`src/rtl/fx_pkg.sv`:
```
package fx_pkg;
  typedef enum logic [1:0] {
    ST_RUN     = 2'd0,
    ST_WAIT    = 2'd1,
    ST_QUIESCE = 2'd2,
    ST_TRAP    = 2'd3
  } thr_st_e;

  localparam int INSN_BYTES = 4;
endpackage

```
`src/rtl/fx_linebuf.sv`:
```
module fx_linebuf #(
  parameter int NTHR       = 2,
  parameter int AW         = 16,
  parameter int LINE_BYTES = 16,
  parameter int TIDW       = 1
) (
  input  logic                    clk,
  input  logic                    rst_n,
  input  logic                    req_we,
  input  logic [TIDW-1:0]         req_tid,
  input  logic [AW-1:0]           req_tag,
  input  logic                    fill_we,
  input  logic [TIDW-1:0]         fill_tid,
  input  logic [LINE_BYTES*8-1:0] fill_data,
  input  logic [TIDW-1:0]         rd_tid,
  output logic [AW-1:0]           rd_tag,
  output logic                    rd_valid,
  output logic [LINE_BYTES*8-1:0] rd_data
);
  localparam int LBITS = LINE_BYTES * 8;

  logic [AW-1:0]    tag_q [NTHR];
  logic             vld_q [NTHR];
  logic [LBITS-1:0] dat_q [NTHR];

  always_ff @(posedge clk or negedge rst_n) begin
    if (!rst_n) begin
      for (int t = 0; t < NTHR; t++) begin
        tag_q[t] <= '0;
        vld_q[t] <= 1'b0;
        dat_q[t] <= '0;
      end
    end else begin
      for (int t = 0; t < NTHR; t++) begin
        if (req_we && req_tid == TIDW'(t)) begin
          tag_q[t] <= req_tag;
          vld_q[t] <= 1'b0;
        end
        if (fill_we && fill_tid == TIDW'(t)) begin
          dat_q[t] <= fill_data;
          vld_q[t] <= 1'b1;
        end
      end
    end
  end

  assign rd_tag   = tag_q[rd_tid];
  assign rd_valid = vld_q[rd_tid];
  assign rd_data  = dat_q[rd_tid];
endmodule

```
`src/rtl/fx_slicer.sv`:
```
module fx_slicer #(
  parameter int AW         = 16,
  parameter int IW         = 32,
  parameter int LINE_BYTES = 16,
  parameter int WIDTH      = 3,
  parameter int CW         = 2
) (
  input  logic [AW-1:0]           pc,
  input  logic [LINE_BYTES*8-1:0] line_data,
  input  logic [WIDTH-1:0]        pred_taken,
  input  logic [WIDTH*AW-1:0]     pred_target,
  input  logic [WIDTH-1:0]        slot_quiesce,
  output logic [WIDTH-1:0]        slot_valid,
  output logic [WIDTH*IW-1:0]     slot_insn,
  output logic [WIDTH*AW-1:0]     slot_pc,
  output logic [CW-1:0]           slot_count,
  output logic [AW-1:0]           next_pc,
  output logic                    quiesce_hit
);
  import fx_pkg::*;

  localparam int WORDS = LINE_BYTES / INSN_BYTES;
  localparam int OFFW  = $clog2(LINE_BYTES);

  function automatic logic [AW-1:0] advance_pc(input logic [AW-1:0] p, input logic [CW-1:0] n);
    return p + (AW'(n) << 2);
  endfunction

  function automatic int start_word(input logic [AW-1:0] p);
    return int'(p[OFFW-1:2]);
  endfunction

  logic [AW-1:0] line_base;
  logic          taken_hit;
  logic [AW-1:0] taken_tgt;
  logic          stop;
  int            k;

  assign line_base = {pc[AW-1:OFFW], OFFW'(0)};

  always_comb begin
    slot_valid  = '0;
    slot_insn   = '0;
    slot_pc     = '0;
    slot_count  = '0;
    taken_hit   = 1'b0;
    taken_tgt   = '0;
    quiesce_hit = 1'b0;
    stop        = 1'b0;
    k           = 0;
    for (int i = 0; i < WIDTH; i++) begin
      k = start_word(pc) + i;
      if (!stop && k < WORDS) begin
        slot_valid[i]          = 1'b1;
        slot_insn[i*IW +: IW]  = line_data[k*IW +: IW];
        slot_pc[i*AW +: AW]    = line_base + AW'(k * INSN_BYTES);
        slot_count             = slot_count + CW'(1);
        if (pred_taken[i]) begin
          taken_hit = 1'b1;
          taken_tgt = pred_target[i*AW +: AW];
          stop      = 1'b1;
        end
        if (slot_quiesce[i]) begin
          quiesce_hit = 1'b1;
          stop        = 1'b1;
        end
      end
    end
    next_pc = taken_hit ? taken_tgt : advance_pc(pc, slot_count);
  end
endmodule

```
`src/rtl/fx_fetch_top.sv`:
```
module fx_fetch_top #(
  parameter int NTHR       = 2,
  parameter int AW         = 16,
  parameter int IW         = 32,
  parameter int LINE_BYTES = 16,
  parameter int WIDTH      = 3,
  parameter int SW         = 8,
  parameter logic [31:0] NOP_CODE = 32'h5A5A_0000,
  localparam int TIDW  = (NTHR > 1) ? $clog2(NTHR) : 1,
  localparam int CW    = $clog2(WIDTH + 1),
  localparam int LBITS = LINE_BYTES * 8
) (
  input  logic                clk,
  input  logic                rst_n,
  input  logic                fetch_en,
  input  logic [TIDW-1:0]     fetch_tid,
  input  logic [AW-1:0]       fetch_pc,
  input  logic                fetch_fault,
  input  logic                cache_blocked,
  input  logic                intr_pending,
  input  logic [WIDTH-1:0]    pred_taken,
  input  logic [WIDTH*AW-1:0] pred_target,
  input  logic [WIDTH-1:0]    slot_quiesce,
  input  logic                fill_valid,
  input  logic [TIDW-1:0]     fill_tid,
  input  logic [LBITS-1:0]    fill_data,
  input  logic                restart_valid,
  input  logic [TIDW-1:0]     restart_tid,
  output logic                mem_req_valid,
  output logic [TIDW-1:0]     mem_req_tid,
  output logic [AW-1:0]       mem_req_addr,
  output logic [WIDTH-1:0]    out_valid,
  output logic [WIDTH*IW-1:0] out_insn,
  output logic [WIDTH*AW-1:0] out_pc,
  output logic [WIDTH*SW-1:0] out_seq,
  output logic                out_fault,
  output logic [CW-1:0]       out_count,
  output logic [TIDW-1:0]     out_tid,
  output logic [AW-1:0]       out_next_pc,
  output logic [NTHR*2-1:0]   thr_state
);
  import fx_pkg::*;

  localparam int OFFW = $clog2(LINE_BYTES);

  function automatic logic [AW-1:0] line_of(input logic [AW-1:0] p);
    return p & ~AW'(LINE_BYTES - 1);
  endfunction

  thr_st_e st_q [NTHR];
  logic [SW-1:0] seq_q;

  logic [AW-1:0]    buf_tag;
  logic             buf_valid;
  logic [LBITS-1:0] buf_data;

  logic [WIDTH-1:0]    sl_valid;
  logic [WIDTH*IW-1:0] sl_insn;
  logic [WIDTH*AW-1:0] sl_pc;
  logic [CW-1:0]       sl_count;
  logic [AW-1:0]       sl_next;
  logic                sl_quiesce;

  // Named internal events, visible to the checker
  logic ev_go, ev_held, ev_hit, ev_extract, ev_fault, ev_req, ev_fill_ok, ev_restart_fill;

  assign ev_go      = fetch_en && (st_q[fetch_tid] == ST_RUN);
  assign ev_held    = cache_blocked || (intr_pending && (fetch_pc[1:0] != 2'b00));
  assign ev_hit     = ev_go && !ev_held && buf_valid && (buf_tag == line_of(fetch_pc));
  assign ev_extract = ev_hit;
  assign ev_fault   = ev_go && !ev_held && !ev_hit && fetch_fault;
  assign ev_req     = ev_go && !ev_held && !ev_hit && !fetch_fault;
  assign ev_restart_fill = restart_valid && (restart_tid == fill_tid);
  assign ev_fill_ok = fill_valid && (st_q[fill_tid] == ST_WAIT) && !ev_restart_fill;

  assign mem_req_valid = ev_req;
  assign mem_req_tid   = fetch_tid;
  assign mem_req_addr  = line_of(fetch_pc);

  fx_linebuf #(.NTHR(NTHR), .AW(AW), .LINE_BYTES(LINE_BYTES), .TIDW(TIDW)) u_buf (
    .clk(clk), .rst_n(rst_n),
    .req_we(ev_req), .req_tid(fetch_tid), .req_tag(line_of(fetch_pc)),
    .fill_we(ev_fill_ok), .fill_tid(fill_tid), .fill_data(fill_data),
    .rd_tid(fetch_tid), .rd_tag(buf_tag), .rd_valid(buf_valid), .rd_data(buf_data)
  );

  fx_slicer #(.AW(AW), .IW(IW), .LINE_BYTES(LINE_BYTES), .WIDTH(WIDTH), .CW(CW)) u_slice (
    .pc(fetch_pc), .line_data(buf_data),
    .pred_taken(pred_taken), .pred_target(pred_target), .slot_quiesce(slot_quiesce),
    .slot_valid(sl_valid), .slot_insn(sl_insn), .slot_pc(sl_pc),
    .slot_count(sl_count), .next_pc(sl_next), .quiesce_hit(sl_quiesce)
  );

  always_ff @(posedge clk or negedge rst_n) begin
    if (!rst_n) begin
      for (int t = 0; t < NTHR; t++) st_q[t] <= ST_RUN;
    end else begin
      for (int t = 0; t < NTHR; t++) begin
        if (restart_valid && restart_tid == TIDW'(t)) begin
          st_q[t] <= ST_RUN;
        end else if (ev_fill_ok && fill_tid == TIDW'(t)) begin
          st_q[t] <= ST_RUN;
        end else if (fetch_tid == TIDW'(t)) begin
          if (ev_req)                        st_q[t] <= ST_WAIT;
          else if (ev_fault)                 st_q[t] <= ST_TRAP;
          else if (ev_extract && sl_quiesce) st_q[t] <= ST_QUIESCE;
        end
      end
    end
  end

  always_ff @(posedge clk or negedge rst_n) begin
    if (!rst_n) begin
      seq_q       <= '0;
      out_valid   <= '0;
      out_insn    <= '0;
      out_pc      <= '0;
      out_seq     <= '0;
      out_fault   <= 1'b0;
      out_count   <= '0;
      out_tid     <= '0;
      out_next_pc <= '0;
    end else begin
      out_tid   <= fetch_tid;
      out_fault <= ev_fault;
      if (ev_extract) begin
        out_valid   <= sl_valid;
        out_insn    <= sl_insn;
        out_pc      <= sl_pc;
        out_count   <= sl_count;
        out_next_pc <= sl_next;
        seq_q       <= seq_q + SW'(sl_count);
        for (int i = 0; i < WIDTH; i++)
          out_seq[i*SW +: SW] <= sl_valid[i] ? seq_q + SW'(i) : '0;
      end else if (ev_fault) begin
        out_valid   <= WIDTH'(1);
        out_insn    <= (WIDTH*IW)'(NOP_CODE[IW-1:0]);
        out_pc      <= (WIDTH*AW)'(fetch_pc);
        out_count   <= CW'(1);
        out_next_pc <= fetch_pc;
        out_seq     <= (WIDTH*SW)'(seq_q);
        seq_q       <= seq_q + SW'(1);
      end else begin
        out_valid   <= '0;
        out_insn    <= '0;
        out_pc      <= '0;
        out_count   <= '0;
        out_seq     <= '0;
        out_next_pc <= fetch_pc;
      end
    end
  end

  for (genvar t = 0; t < NTHR; t++) begin : g_state
    assign thr_state[t*2 +: 2] = st_q[t];
  end
endmodule

```
`config.mk`:
```
export PLATFORM = sky130hd
export DESIGN_NAME = fx_fetch_top
export DESIGN_NICKNAME = d
export VERILOG_FILES = /design/src/rtl/fx_pkg.sv /design/src/rtl/fx_linebuf.sv /design/src/rtl/fx_slicer.sv /design/src/rtl/fx_fetch_top.sv
export SDC_FILE = /design/constraint.sdc
export NUM_CORES = 1
export LEC_CHECK = 0
export BUFFER_PORTS_ARGS = -buffer_cell sky130_fd_sc_hd__buf_2
export CAP_MARGIN = 20
export CORE_AREA = 10 10 256 258
export CTS_CLUSTER_DIAMETER = 100
export DETAILED_ROUTE_END_ITERATION = 12
export DIE_AREA = 0 0 266 268
export HOLD_SLACK_MARGIN = 0.15
export PLACE_DENSITY = 0.63
export SYNTH_ARGS = -nofsm -noshare
export SYNTH_HDL_FRONTEND = slang
export SYNTH_HIERARCHICAL = 1
export SYNTH_SLANG_ARGS = --single-unit
```
`constraint.sdc`:
```
create_clock -name clk -period 2.3 [get_ports clk]
set_clock_uncertainty 0.05 [all_clocks]
set_input_delay 0.115 -clock clk [delete_from_list [all_inputs] [get_ports clk]]
set_output_delay 0.115 -clock clk [all_outputs]
set_load 0.01 [all_outputs]
```
## Word-level counts from Yosys, hierarchy flattened

Index checks and enable logic that the tools add are counted.

| word-level totals | value |
|---|---|
| bits in registers | 485 |
| latch bits | 0 |
| RAM bits | 0 |
| bits in read-only memories | 0 |
| input port bits | 209 |
| output and inout port bits | 213 |
| memories | 0 |

| cells by class | value |
|---|---|
| add/sub/neg operators | 11 |
| multiply operators | 0 |
| div/mod/pow operators | 0 |
| $lt $le $gt $ge | 5 |
| equal/unequal tests | 4 |
| shifts and indexed selects | 3 |
| muxes and demuxes | 80 |
| bitwise operators | 5 |
| reduce and logical (&&, ||, !) cells | 37 |

Operator list:

| cell | count |
|---|---|
| $mux 128 | 3 |
| $shiftx 128x32->32 | 2 |
| $mux 16 | 15 |
| $shiftx 128x8->32 | 1 |
| $mux 32 | 3 |
| $mux 96 | 1 |
| $lt 32x4->1 const B | 2 |
| $mux 48 | 1 |
| $mux 8 | 6 |
| $mux 2 | 18 |
| $add 16x16->16 | 2 |
| $add 16x4->16 | 2 |
| $mux 31 | 1 |
| $mux 1 | 30 |
| $mux 24 | 1 |
| $logic_and 1x1->1 | 20 |
| $eq 16x16->1 | 1 |
| $reduce_bool 5->1 | 2 |
| $add 8x1->8 const B | 1 |
| $add 8x2->8 | 1 |
| $add 8x2->8 const B | 1 |
| $reduce_bool 2->1 | 4 |
| $logic_not 1->1 | 6 |
| $ge 2x2->1 const B | 2 |
| other kinds (15) | 19 |

## Logic depth before layout (Yosys ltp)

Gate-level depths: netlist of run 1.

| logic depth | value |
|---|---|
| depth after elaboration | 17 |
| mapped depth | 14 |

## Cells and area by module

Netlist of run 1, hierarchy kept.

By module, submodules not included:

| module | instances | cells each | area an instance (sq um) | seq. area each (sq um) |
|---|---|---|---|---|
| fx_linebuf | 1 | 778 | 13135.1 | 7257.0 |
| fx_fetch_top | 1 | 572 | 7517.2 | 5079.9 |
| fx_slicer | 1 | 537 | 3357.0 | 0.0 |

## Worst setup path after synthesis of run 1

Ideal clock, no wire load.

| timing path | value |
|---|---|
| path kind | input to register |
| from | input fetch_pc[2] |
| to | register out_next_pc[11] |
| arrival time | 2995 ps |
| slack | -810 ps |
| stages | 14 |
| buffers on the path | 3 |
| cells stage by stage | ha_1 > o21ba_2 > or4_1 > clkbuf_1 > clkbuf_1 > ha_1 > inv_1 > ha_1 > nor3b_1 > o31ai_2 > buf_6 > or4_1 > nand3_1 > mux2_1 |

| between the ends | value |
|---|---|
| longest elaborated chain between the ends | 11 |
| elaborated cells between the ends (all ways) | 31 |
| classes of those cells | add/sub (5); order compare (3); mux (19); reduce/logical (4) |

Ends and longest elaborated chain:

| item | RTL line | source |
|---|---|---|
| start, declared | fx_fetch_top.sv:17 | `input logic [AW-1:0] fetch_pc,` |
| parallel branches: the longest is 7 deep, another holds $lt 32x4->1 | - |  |
| $mux 2 (*) | fx_slicer.sv:53 | `if (!stop && k < WORDS) begin` |
| named net sl_count[0] | fx_fetch_top.sv:60 | `logic [CW-1:0] sl_count;` |
| $add 16x4->16 (*) | fx_slicer.sv:26 | `return p + (AW'(n) << 2);` |
| $mux 16 (*) | fx_slicer.sv:69 | `next_pc = taken_hit ? taken_tgt : advance_pc(pc, slot_count);` |
| named net sl_next[11] | fx_fetch_top.sv:61 | `logic [AW-1:0] sl_next;` |
| $mux 16 (*) | fx_fetch_top.sv:126 | `if (ev_extract) begin` |
| end signal, assigned | fx_fetch_top.sv:131 | `out_next_pc <= sl_next;` |
| end signal, assigned | fx_fetch_top.sv:140 | `out_next_pc <= fetch_pc;` |
| end signal, assigned | fx_fetch_top.sv:149 | `out_next_pc <= fetch_pc;` |
| end, declared | fx_fetch_top.sv:39 | `output logic [AW-1:0] out_next_pc,` |

Mark *: on every way through the listed nets, which the timed path passes.
A chain may end at the register's enable or synchronous reset.

## Final worst setup path of run 1

| timing path | value |
|---|---|
| from | register u_buf/tag_q[20] in the netlist's numbering |
| to | register out_pc[3] |

| between the ends | value |
|---|---|
| longest elaborated chain between the ends | 10 |

Ends and longest elaborated chain:

| item | RTL line | source |
|---|---|---|
| start, declared | fx_linebuf.sv:22 | `logic [AW-1:0] tag_q [NTHR];` |
| start signal, assigned by index | fx_linebuf.sv:36 | `tag_q[t] <= req_tag;` |
| $mux 16 (implied by the code) (*) (3 in a row) | fx_linebuf.sv:47 | `assign rd_tag = tag_q[rd_tid];` |
| named net buf_tag[4] | fx_fetch_top.sv:53 | `logic [AW-1:0] buf_tag;` |
| $eq 16x16->1 (*) | fx_fetch_top.sv:69 | `assign ev_hit = ev_go && !ev_held && buf_valid && (buf_tag == line_of(fetch_pc));` |
| $logic_and 1x1->1 (*) | fx_fetch_top.sv:69 |  |
| $logic_not 1->1 | fx_fetch_top.sv:71 | `assign ev_fault = ev_go && !ev_held && !ev_hit && fetch_fault;` |
| $logic_and 1x1->1 (2 in a row) | fx_fetch_top.sv:71 |  |
| $mux 16 | fx_fetch_top.sv:135 | `end else if (ev_fault) begin` |
| $mux 48 (*) | fx_fetch_top.sv:126 |  |
| end signal, assigned | fx_fetch_top.sv:129 | `out_pc <= sl_pc;` |
| end signal, assigned | fx_fetch_top.sv:138 | `out_pc <= (WIDTH*AW)'(fetch_pc);` |
| end, declared | fx_fetch_top.sv:34 | `output logic [WIDTH*AW-1:0] out_pc,` |

The timed path passes the listed nets; every way through them passes the cells marked *. The select of a mux whose other input is x is not followed.

==> results of run 1 <==
## how the worst min path moves through the flow
stage,startpoint,endpoint,slack (ns),depth (start not counted)
after detailed placement,rst_n,out_pc[35],0.03,1
after global routing,slot_quiesce[2],thr_state[3],0.21,5
final,fetch_en,out_seq[7],0.21,5
after global placement,rst_n,out_pc[35],0.03,1
after CTS,fetch_en,out_seq[6],0.16,5
after floorplan,rst_n,out_count[0],-0.23,0
## flip-flops by register name (all words and copies together) (netlist names)
register,cells
thr_state,4
u_buf/vld_q,2
u_buf/dat_q,256
out_tid,1
seq_q,8
u_buf/tag_q,32
out_insn,96
out_pc,48
out_seq,24
out_count,2
out_next_pc,16
out_fault,1
out_valid,3
## where the power goes
group	internal (mW)	switching (mW)
Combinational	4.81	3.08
Clock	4.79	3.55
Sequential	11.1	1.28
## cells by family (layout without fill, tap and decap cells)
logic type	count (synthesis)	count (layout)	synth area share, %
muxes	520	520	25.9
DFF	493	493	51.4
and+or+nand+nor	411	412	9.08
buffers and inverters	201	930	5.36
AOI/OAI and AO/OA	192	192	5.57
xor gates and xnor gates	54	54	1.97
adders and majority gates	13	13	0.709
other	3	24	0.0469
## layout by cell type (no fill, tap or decap), drive strengths merged, types with 36 or more instances in the layout
master	synthesis	layout
nor2b	37	37
nor2	144	144
mux2i	72	72
mux2	448	448
buf	120	606
dfrtp	493	493
a21oi	68	68
clkbuf	62	88
a211oi	36	36
dlygate4sd3	0	199
and3	123	123
## what timing repair did
item,CTS,global route
hold buffers,200,0
gates resized for setup,72,117
pin swaps,21,29
setup endpoints to repair,417,482
gates cloned,8,12
setup buffers,15,25
endpoints found under the hold margin,850,0
## per-layer routing
| metal | wire (µm) | part of all wire (%) |
|---|---|---|
| met5 | 98 | 0.12 |
| met4 | 2890 | 3.7 |
| met3 | 5310 | 6.7 |
| met2 | 37800 | 48 |
| met1 | 33100 | 42 |
## layout make-up
type | instances | area (µm²) | area share, %
multi-input combinational | 1210 | 11100 | 33.9
sequential | 493 | 12300 | 37.7
timing repair buffer | 812 | 6470 | 19.8
tap | 782 | 978 | 2.99
antenna | 5 | 12.5 | 0.0383
inverter | 19 | 105 | 0.321
clock buffer | 81 | 1560 | 4.78
timing repair inverter | 3 | 38.8 | 0.119
clock inverter | 15 | 126 | 0.386
## tightest hold or removal path: stages
cell	delay [ns]
buf_2	0.09
nor2b_1	0.15
o2111a_4	0.26
nand3_4	0.15
a21boi_2	0.06
==> tab_implementation.tex, run 1 <==
\begin{tabular}{lr}
\hline
Metric & Value \\
\hline
\multicolumn{2}{l}{\textbf{Run status}} \\
Run status & finished, violations left \\
Violations in the final reports & setup timing \\
\multicolumn{2}{l}{\textbf{GRT}} \\
Overall routing resource usage & 21.2\% \\
Total congestion overflow after global routing & 0 \\
Via count of the first global-routing pass & 19.4k \\
Met3 track utilization from global routing & 5.10\% \\
Met2 track utilization from global routing & 35.1\% \\
Maximum number of pins on one net before global-route repair & 83 \\
Most Used Layer, Global Route & met2 \\
Global-route wire length before repair & 118000 µm \\
Met1 track demand over resource & 26.5\% \\
Initial antenna violation count & 16 \\
\multicolumn{2}{l}{\textbf{Drt}} \\
Iter 0 DRT Violations & 1028 \\
Wire length per cell & 23.2 µm \\
Via density per instance & 5.24 \\
Number of nets with antenna violations after detailed routing & 0 \\
Post-Route WL & 79200 µm \\
Overall via count from detail\_route & 17.9k \\
Remaining routing DRC violations & 0 \\
Pre-antenna DRT Iters & 5 \\
\multicolumn{2}{l}{\textbf{Finish}} \\
Nets & 2815 \\
Layout cell share with drive strength beyond 1 & 46.6\% \\
Finished layout cell area & 0.0327 mm² \\
Final cell count without fillers & 3420 \\
Area delta synth->final & 36.2\% \\
Share of the core filled with cells & 54.4\% \\
Fill count & 5048 \\
\multicolumn{2}{l}{\textbf{Power}} \\
Worst vdd ir & 0.000603 V \\
Total power after layout & 28.6 mW \\
LEAKAGE & 16.4 nW \\
Total power density per cell area & 873 mW/mm² \\
\multicolumn{2}{l}{\textbf{Die}} \\
Die outline width & 266 µm \\
IO Pins & 422 \\
Initial cell density of the core & 39.9\% \\
Die outline area & 0.0713 mm² \\
Placeable Area & 0.0601 mm² \\
Placement row count & 90 \\
Die height & 268 µm \\
\multicolumn{2}{l}{\textbf{Critical path}} \\
Slowest library cell on the worst path & dfrtp\_1 \\
Worst Path Arrival & 3.18 ns \\
Slowest Stage Delay on Critical Path & 0.37 ns \\
Setup slack, reg-to-reg & -0.43 ns \\
Critical path, cell by cell & mux2\_4, xnor2\_1, nand4\_1, nor4\_4, buf\_4, buf\_6, buf\_12, buf\_8, or2\_4, buf\_8, clkinv\_8, a22o\_1 \\
Worst setup path end & out\_pc[3] \\
Highest net fanout along the worst path & 5 \\
Reg-to-Reg End & out\_pc[3] \\
Stages on the worst setup path & 12 \\
Critical path type & flip-flop to flip-flop \\
Count of buffer and inverter cells on the critical path & 6 \\
Depth of the worst register-to-register path & 12 \\
Crit. End Element & flip-flop \\
Top delay family on crit path & buffers and inverters \\
Most frequent cell on the critical path & buf\_8 \\
Setup crit start & u\_buf/tag\_q[20] \\
Worst R2R Start & u\_buf/tag\_q[20] \\
Crit path required time & 2.74 ns \\
Crit start category & flip-flop \\
\multicolumn{2}{l}{\textbf{Clock network}} \\
CTS Sinks & 493 \\
Cell at the root of the clock tree & clkbuf\_16 \\
Reg clk slew, reported paths & 0.06 ns \\
Clock buffer count from CTS & 54 \\
Clk buf depth & 3 \\
Skew-Pair Late Insertion Delay & 0.61 ns \\
Clock tree from TritonCTS & done \\
H-tree depth & 2 \\
\multicolumn{2}{l}{\textbf{Synthesis}} \\
Synth warnings & 6 \\
Most used DFF post-synth & dfrtp\_1 \\
Flops \& latches, synth & 493 \\
Register area share after synthesis & 51.4\% \\
Largest cells by area after synthesis & dfrtp\_1 51\%, mux2\_2 15\%, mux2\_4 7.5\% \\
Average cell area after synthesis & 12.7 µm² \\
Leading area contributor after synthesis & dfrtp\_1 \\
Share of Yosys cell area claimed by the top area cell type & 51.4\% \\
Synth cell count leaders & 493 x dfrtp\_1, 314 x mux2\_2, 143 x nor2\_1 \\
Number of enable-type register cells in the synthesized netlist & 0 \\
Gate count after technology mapping & 1887 \\
Cell with the most instances after synthesis & dfrtp\_1 \\
Total standard cell area after synthesis & 0.0240 mm² \\
Fraction of synthesis flops using an asynchronous set or reset pin & 100\% \\
Library cells used by synthesis & 66 \\
\multicolumn{2}{l}{\textbf{Placed design}} \\
Buffers added on ports & 417 \\
Half-perimeter wire length after detailed placement & 52100 µm \\
Placement-stage worst setup slack & -0.715 ns \\
Area post-placement & 0.0277 mm² \\
Global placer's final weighted congestion & 0.916 \\
Placed cell count & 3067 \\
\multicolumn{2}{l}{\textbf{STA}} \\
FMAX & 0.366 GHz \\
Final setup fails & 162 \\
Worst slew margin & 32.7\% \\
Worst setup margin & -0.434 ns \\
Setup repair after global routing missed its margin & yes \\
Max-slew violation total from the final report & 0 \\
Period utilization & 119\% \\
Final TNS setup & -37.36 ns \\
Final hold viol count & 0 \\
Final critical-path required period & 2.73 ns \\
Minimum hold slack & 0.215 ns \\
Actual transition at the worst max-transition pin & 1.01 ns \\
\multicolumn{2}{l}{\textbf{Run}} \\
MaxCap Viol Count & 0 \\
\multicolumn{2}{l}{\textbf{Min path}} \\
Class of the tightest hold or removal check & input port to flip-flop \\
\hline
\end{tabular}
(Power assumes the default switching activity.)
==> run 2: changes to the inputs <==
--- a/config.mk
+++ b/config.mk
@@ -7,12 +7,12 @@
 export LEC_CHECK = 0
 export BUFFER_PORTS_ARGS = -buffer_cell sky130_fd_sc_hd__buf_2
 export CAP_MARGIN = 20
-export CORE_AREA = 10 10 256 258
+export CORE_AREA = 10 10 197 338
 export CTS_CLUSTER_DIAMETER = 100
 export DETAILED_ROUTE_END_ITERATION = 12
-export DIE_AREA = 0 0 266 268
+export DIE_AREA = 0 0 207 348
 export HOLD_SLACK_MARGIN = 0.15
-export PLACE_DENSITY = 0.63
+export PLACE_DENSITY = 0.61
 export SYNTH_ARGS = -nofsm -noshare
 export SYNTH_HDL_FRONTEND = slang
 export SYNTH_HIERARCHICAL = 1
==> constraint.sdc (replaced) <==
create_clock -name clk -period 2.99 [get_ports clk]
set_clock_uncertainty 0.05 [all_clocks]
set_input_delay 0.1495 -clock clk [delete_from_list [all_inputs] [get_ports clk]]
set_output_delay 0.1495 -clock clk [all_outputs]
set_load 0.01 [all_outputs]
==> run 2 against run 1 <==
Against the previous run: the flow now finishes without violations; sequential share of layout area rose by 2.9 points; critical path depth fell by 3; worst hold slack got worse by 0.11 ns; sequential cell count did not move.
==> tab_implementation.tex, run 2 (synthesis gave the netlist of run 1 again) <==
\begin{tabular}{lr}
\hline
Metric & Value \\
\hline
\multicolumn{2}{l}{\textbf{Run status}} \\
Run status & completed \\
\multicolumn{2}{l}{\textbf{Die}} \\
Die height & 348 µm \\
Initial cell density of the core & 39.4\% \\
Placement row count & 120 \\
Die outline area & 0.0720 mm² \\
IO Pins & 422 \\
Die outline width & 207 µm \\
Placeable Area & 0.0610 mm² \\
\multicolumn{2}{l}{\textbf{Drt}} \\
Wire length per cell & 23.4 µm \\
Via density per instance & 5.20 \\
Post-Route WL & 76900 µm \\
Iter 0 DRT Violations & 790 \\
Number of nets with antenna violations after detailed routing & 0 \\
Remaining routing DRC violations & 0 \\
Pre-antenna DRT Iters & 5 \\
Overall via count from detail\_route & 17.1k \\
\multicolumn{2}{l}{\textbf{Finish}} \\
Fill count & 5475 \\
Layout cell share with drive strength beyond 1 & 41.3\% \\
Register with the most flip-flops & u\_buf/dat\_q \\
Number of flip-flops under the largest register name & 256 \\
Area delta synth->final & 26.5\% \\
Commonest non-fill, non-tap cell in the layout & dfrtp\_1 \\
Share of the core filled with cells & 49.8\% \\
Nets & 2671 \\
Top flop regs & u\_buf/dat\_q (256), out\_insn (96), out\_pc (48) \\
Commonest non-fill, non-tap cells in the layout & 493 x dfrtp\_1, 413 x buf\_2, 314 x mux2\_2 \\
\multicolumn{2}{l}{\textbf{STA}} \\
FMAX & 0.351 GHz \\
Actual transition at the worst max-transition pin & 0.950 ns \\
Final setup fails & 0 \\
Period utilization & 95.4\% \\
Final TNS setup & 0 ns \\
Final critical-path required period & 2.85 ns \\
Worst slew margin & 36.6\% \\
Final hold viol count & 0 \\
Setup repair after global routing missed its margin & no \\
Max-slew violation total from the final report & 0 \\
\multicolumn{2}{l}{\textbf{Clock network}} \\
Clock buffer count from CTS & 47 \\
H-tree depth & 2 \\
Skew-Pair Late Insertion Delay & 0.59 ns \\
Cell at the root of the clock tree & clkbuf\_16 \\
Clock tree from TritonCTS & done \\
Clk buf depth & 3 \\
CTS Sinks & 493 \\
Reg clk slew, reported paths & 0.06 ns \\
\multicolumn{2}{l}{\textbf{Power}} \\
Total power after layout & 21.6 mW \\
Worst vdd ir & 0.000563 V \\
Total power density per cell area & 711 mW/mm² \\
LEAKAGE & 15.3 nW \\
\multicolumn{2}{l}{\textbf{Critical path}} \\
Highest net fanout along the worst path & 31 \\
Slowest Stage Delay on Critical Path & 0.58 ns \\
Crit. End Element & primary output \\
Worst Path Arrival & 2.65 ns \\
Critical path type & input port to primary output \\
Crit path required time & 2.79 ns \\
Critical path, cell by cell & dlygate4sd3\_1, buf\_8, mux2\_2, xnor2\_1, nand4\_1, nor4\_4, or3\_1, inv\_1, buf\_2 \\
Slowest library cell on the worst path & dlygate4sd3\_1 \\
Crit start category & input port \\
\multicolumn{2}{l}{\textbf{Min path}} \\
Class of the tightest hold or removal check & input port to asynchronous set/reset pin \\
\multicolumn{2}{l}{\textbf{Placed design}} \\
Half-perimeter wire length after detailed placement & 53200 µm \\
Global placer's final weighted congestion & 0.946 \\
Buffers added on ports & 417 \\
\multicolumn{2}{l}{\textbf{GRT}} \\
Global-route wire length before repair & 118000 µm \\
Maximum number of pins on one net before global-route repair & 92 \\
Via count of the first global-routing pass & 18.9k \\
Initial antenna violation count & 5 \\
Total congestion overflow after global routing & 0 \\
Overall routing resource usage & 20.8\% \\
\multicolumn{2}{l}{\textbf{Run}} \\
MaxCap Viol Count & 0 \\
\hline
\end{tabular}
==> run 2: cell types whose count changed in the layout (fill, tap and decap cells not counted), sizes merged <==
cell,previous run,this run
diode,5,4
nand2,26,25
bufinv,1,7
clkbuf,88,66
inv,24,19
buf,606,494
clkinv,12,9
clkinvlp,0,4
dlygate4sd3,199,185
==> run 2: path summary, 6_finish.rpt <==
check / from / end / slack (ns) / cells after the start
min reg2reg: u_buf/dat_q[130] / u_buf/dat_q[130] / 0.45 / 1
min in group clk: cache_blocked / thr_state[1] / 0.24 / 5
max in group asynchronous: rst_n / u_buf/dat_q[190] / 1.71 / 4
max: fetch_tid / mem_req_valid / 0.14 / 9
max reg2reg: u_buf/tag_q[26] / seq_q[1] / 0.25 / 8
min: rst_n / u_buf/dat_q[105] / 0.11 / 2
==> run 2: timing repair <==
action	in CTS	in global routing
setup buffers	0	1
resized for setup	0	6
endpoints found under the hold margin	556	0
hold buffers	185	0
setup endpoints to repair	0	102
==> run 2: final cells by class <==
cell class / count / area [µm²] / share of cell area (%)
Tap cell: 793 / 992 / 3.27
Timing Repair Buffer: 679 / 4760 / 15.7
Clock buffer: 66 / 1360 / 4.48
Clock inverter: 20 / 293 / 0.964
Antenna cell: 4 / 10.0 / 0.0330
Multi-Input combinational cell: 1209 / 10500 / 34.7
Sequential cell: 493 / 12300 / 40.6
Inverter: 19 / 73.8 / 0.243
==> run 2: stage by stage <==
stage,hold WS (ns),std cells,cell area [µm²],setup WS [ns]
floorplan,-0.196,1903,24100,0.0574
finish,0.107,3283,30400,0.137
global placement,0.193,3007,26800,-0.0676
CTS,0.151,3278,30300,0.0150
global route,0.172,3282,30400,0.0307
detailed placement,0.203,3007,26800,-0.0896
==> run 2: per-layer routing <==
metal / vias up / GRT usage, % / share of wire (%)
met5: - / 0 / 0.0091
met4: 2 / 9.67 / 4.2
met3: 144 / 3.76 / 4.9
met2: 582 / 36.6 / 51
met1: 8603 / 24.2 / 40
li1: 7744 / - / -
==> run 2: critical path: cells and delay by family <==
family / cells / cell delay, ns
buffers and inverters: 4 / 1.06
muxes: 1 / 0.38
and+or+nand+nor: 3 / 0.87
xor gates and xnor gates: 1 / 0.19
==> run 2: report_power, final <==
group	internal [mW]	total [mW]	switching (mW)
Sequential	8.50	9.51	1.00
Clock	3.79	6.45	2.66
Combinational	3.44	5.63	2.19
Total	15.7	21.6	5.86
==> run 3: changes to the inputs <==
--- a/config.mk
+++ b/config.mk
@@ -6,13 +6,14 @@
 export NUM_CORES = 1
 export LEC_CHECK = 0
 export BUFFER_PORTS_ARGS = -buffer_cell sky130_fd_sc_hd__buf_2
-export CAP_MARGIN = 20
+export CAP_MARGIN = 30
 export CORE_AREA = 10 10 197 338
 export CTS_CLUSTER_DIAMETER = 100
 export DETAILED_ROUTE_END_ITERATION = 12
 export DIE_AREA = 0 0 207 348
 export HOLD_SLACK_MARGIN = 0.15
 export PLACE_DENSITY = 0.61
+export SETUP_SLACK_MARGIN = 0.3
 export SYNTH_ARGS = -nofsm -noshare
 export SYNTH_HDL_FRONTEND = slang
 export SYNTH_HIERARCHICAL = 1
==> run 3 against run 2 <==
Against the previous run: cell area rose by 3.0%; critical endpoint is now out_next_pc[14]; critical path depth rose by 1; utilization rose by 1.5 points; via count rose by 2.1%; largest cell class unchanged; die area did not move; power fell by 1.1%.
==> tab_implementation.tex, run 3 (synthesis gave the netlist of run 1 again) <==
\begin{tabular}{lr}
\hline
Metric & Value \\
\hline
\multicolumn{2}{l}{\textbf{Clock network}} \\
Cell at the root of the clock tree & clkbuf\_16 \\
Skew-Pair Late Insertion Delay & 0.60 ns \\
Clock tree from TritonCTS & done \\
CTS Sinks & 493 \\
H-tree depth & 2 \\
Clk buf depth & 3 \\
Reg clk slew, reported paths & 0.06 ns \\
Clock buffer count from CTS & 48 \\
\multicolumn{2}{l}{\textbf{Drt}} \\
Post-Route WL & 79700 µm \\
Iter 0 DRT Violations & 843 \\
Number of nets with antenna violations after detailed routing & 0 \\
Via density per instance & 5.25 \\
Pre-antenna DRT Iters & 5 \\
Overall via count from detail\_route & 17.4k \\
Wire length per cell & 24.0 µm \\
Remaining routing DRC violations & 0 \\
\multicolumn{2}{l}{\textbf{GRT}} \\
Maximum number of pins on one net before global-route repair & 87 \\
Initial antenna violation count & 14 \\
Overall routing resource usage & 21.5\% \\
Global-route wire length before repair & 121000 µm \\
Total congestion overflow after global routing & 0 \\
Via count of the first global-routing pass & 19.2k \\
\multicolumn{2}{l}{\textbf{Critical path}} \\
Depth of the worst register-to-register path & 10 \\
Slowest library cell on the worst path & dfrtp\_1 \\
Crit. End Element & flip-flop \\
Slowest Stage Delay on Critical Path & 0.39 ns \\
Crit path required time & 3.42 ns \\
Worst Path Arrival & 3.27 ns \\
Setup slack, reg-to-reg & 0.15 ns \\
Crit start category & flip-flop \\
Critical path, cell by cell & mux2\_2, nor4\_2, nand4\_1, nor4\_4, buf\_12, buf\_4, buf\_12, and2\_4, bufbuf\_16, mux2\_1 \\
Most frequent cell on the critical path & buf\_12 \\
Worst R2R Start & u\_buf/tag\_q[1] \\
Critical path type & flip-flop to flip-flop \\
Highest net fanout along the worst path & 7 \\
Reg-to-Reg End & out\_next\_pc[14] \\
\multicolumn{2}{l}{\textbf{Finish}} \\
Top flop regs & u\_buf/dat\_q (256), out\_insn (96), out\_pc (48) \\
Finished layout cell area & 0.0313 mm² \\
Layout cell share with drive strength beyond 1 & 43.1\% \\
Commonest non-fill, non-tap cell in the layout & dfrtp\_1 \\
Fill count & 5291 \\
Number of flip-flops under the largest register name & 256 \\
Reg area & 0.0123 mm² \\
Nets & 2717 \\
Area taken by multi-input logic gates & 0.0108 mm² \\
Commonest non-fill, non-tap cells in the layout & 493 x dfrtp\_1, 412 x buf\_2, 296 x mux2\_2 \\
Area delta synth->final & 30.2\% \\
Register with the most flip-flops & u\_buf/dat\_q \\
Final cell count without fillers & 3323 \\
\multicolumn{2}{l}{\textbf{Run}} \\
MaxCap Viol Count & 0 \\
\multicolumn{2}{l}{\textbf{Die}} \\
IO Pins & 422 \\
Die height & 348 µm \\
Die outline area & 0.0720 mm² \\
Initial cell density of the core & 39.4\% \\
Placement row count & 120 \\
Placeable Area & 0.0610 mm² \\
Die outline width & 207 µm \\
\multicolumn{2}{l}{\textbf{Placed design}} \\
Placed cell count & 3023 \\
Global placer's final weighted congestion & 0.901 \\
Buffers added on ports & 417 \\
Half-perimeter wire length after detailed placement & 53000 µm \\
Area post-placement & 0.0271 mm² \\
\multicolumn{2}{l}{\textbf{Min path}} \\
Class of the tightest hold or removal check & input port to flip-flop \\
Worst Hold Endpoint & out\_pc[3] \\
Worst hold path stage count & 4 \\
Origin of the worst min-delay path & fetch\_pc[3] \\
\multicolumn{2}{l}{\textbf{STA}} \\
Period utilization & 94.9\% \\
Final critical-path required period & 2.84 ns \\
Actual transition at the worst max-transition pin & 0.893 ns \\
Final setup fails & 0 \\
Final TNS setup & 0 ns \\
Max-slew violation total from the final report & 0 \\
Worst slew margin & 40.5\% \\
Final hold viol count & 0 \\
FMAX & 0.352 GHz \\
Minimum hold slack & 0.224 ns \\
Setup repair after global routing missed its margin & yes \\
\multicolumn{2}{l}{\textbf{Power}} \\
Total power density per cell area & 683 mW/mm² \\
Total power after layout & 21.4 mW \\
LEAKAGE & 15.7 nW \\
Worst vdd ir & 0.000477 V \\
\multicolumn{2}{l}{\textbf{Run status}} \\
Run status & completed \\
\hline
\end{tabular}
## run 3: cell count changes in the layout (fill, tap and decap cells not counted), sizes merged
cell | before | now
buf | 494 | 530
bufinv | 7 | 1
dlygate4sd3 | 185 | 190
inv | 19 | 22
bufbuf | 0 | 2
clkbuf | 66 | 68
clkinv | 9 | 7
clkinvlp | 4 | 3
nand2 | 25 | 26
## run 3: layout make-up
class / instances / area share (%)
sequential: 493 / 39.5
multi-input combinational: 1210 / 34.4
timing repair buffer: 723 / 17.8
clock buffer: 67 / 4.49
tap: 793 / 3.17
clock inverter: 14 / 0.364
inverter: 19 / 0.276
antenna: 4 / 0.0320
## run 3: how the worst max path moves through the flow
stage / from / to / slack (ns) / cells past startpoint
floorplan: fetch_pc[3] / out_next_pc[5] / 0.13 / 14
global placement: fetch_pc[3] / out_next_pc[11] / -0.09 / 12
detailed placement: fetch_pc[3] / out_next_pc[9] / -0.11 / 12
CTS: u_buf/tag_q[18] / mem_req_valid / 0.04 / 10
global route: u_buf/tag_q[1] / mem_req_valid / 0.02 / 10
finish: u_buf/tag_q[1] / out_next_pc[14] / 0.15 / 10
## run 3: critical path: cells and delay by family, from the launching register on
family / cells / cell delay, ns
buffers and inverters: 4 / 0.71
flip-flops: 1 / 0.39
AND/OR/NAND/NOR: 4 / 0.96
multiplexers: 2 / 0.60
## run 3: metrics by stage
| step | worst slack (ns) | util (%) |
|---|---|---|
| 3_3_place_gp | -0.0907 | 44.4 |
| 5_1_grt | 0.0174 | 51.3 |
| 4_1_cts | 0.0362 | 51.0 |
| 3_5_place_dp | -0.111 | 44.4 |
| 6_report | 0.151 | 51.3 |
| 2_1_floorplan | 0.128 | - |
## run 3: report_power, final
part | switching (mW) | leakage, nW | total, mW | internal, mW
sequential | 1.02 | 6.40 | 9.52 | 8.50
clock | 2.68 | 0.747 | 6.03 | 3.35
combinational | 2.25 | 8.58 | 5.80 | 3.55
## run 3: timing repair
| item | 4_1_cts | 5_1_grt |
|---|---|---|
| gates resized for setup | 59 | 15 |
| cloned | 10 | 2 |
| hold buffers | 190 | 1 |
| pin swaps | 6 | 3 |
| setup endpoints to repair | 172 | 249 |
| hold endpoints to repair | 710 | 12 |
| buffers inserted | 9 | 2 |
## run 3: routing by layer
metal	GRT usage (%)	wire length, µm
met1	24.6	31500
met2	38.0	40700
met3	4.31	4090
met4	9.64	3380
met5	0	44
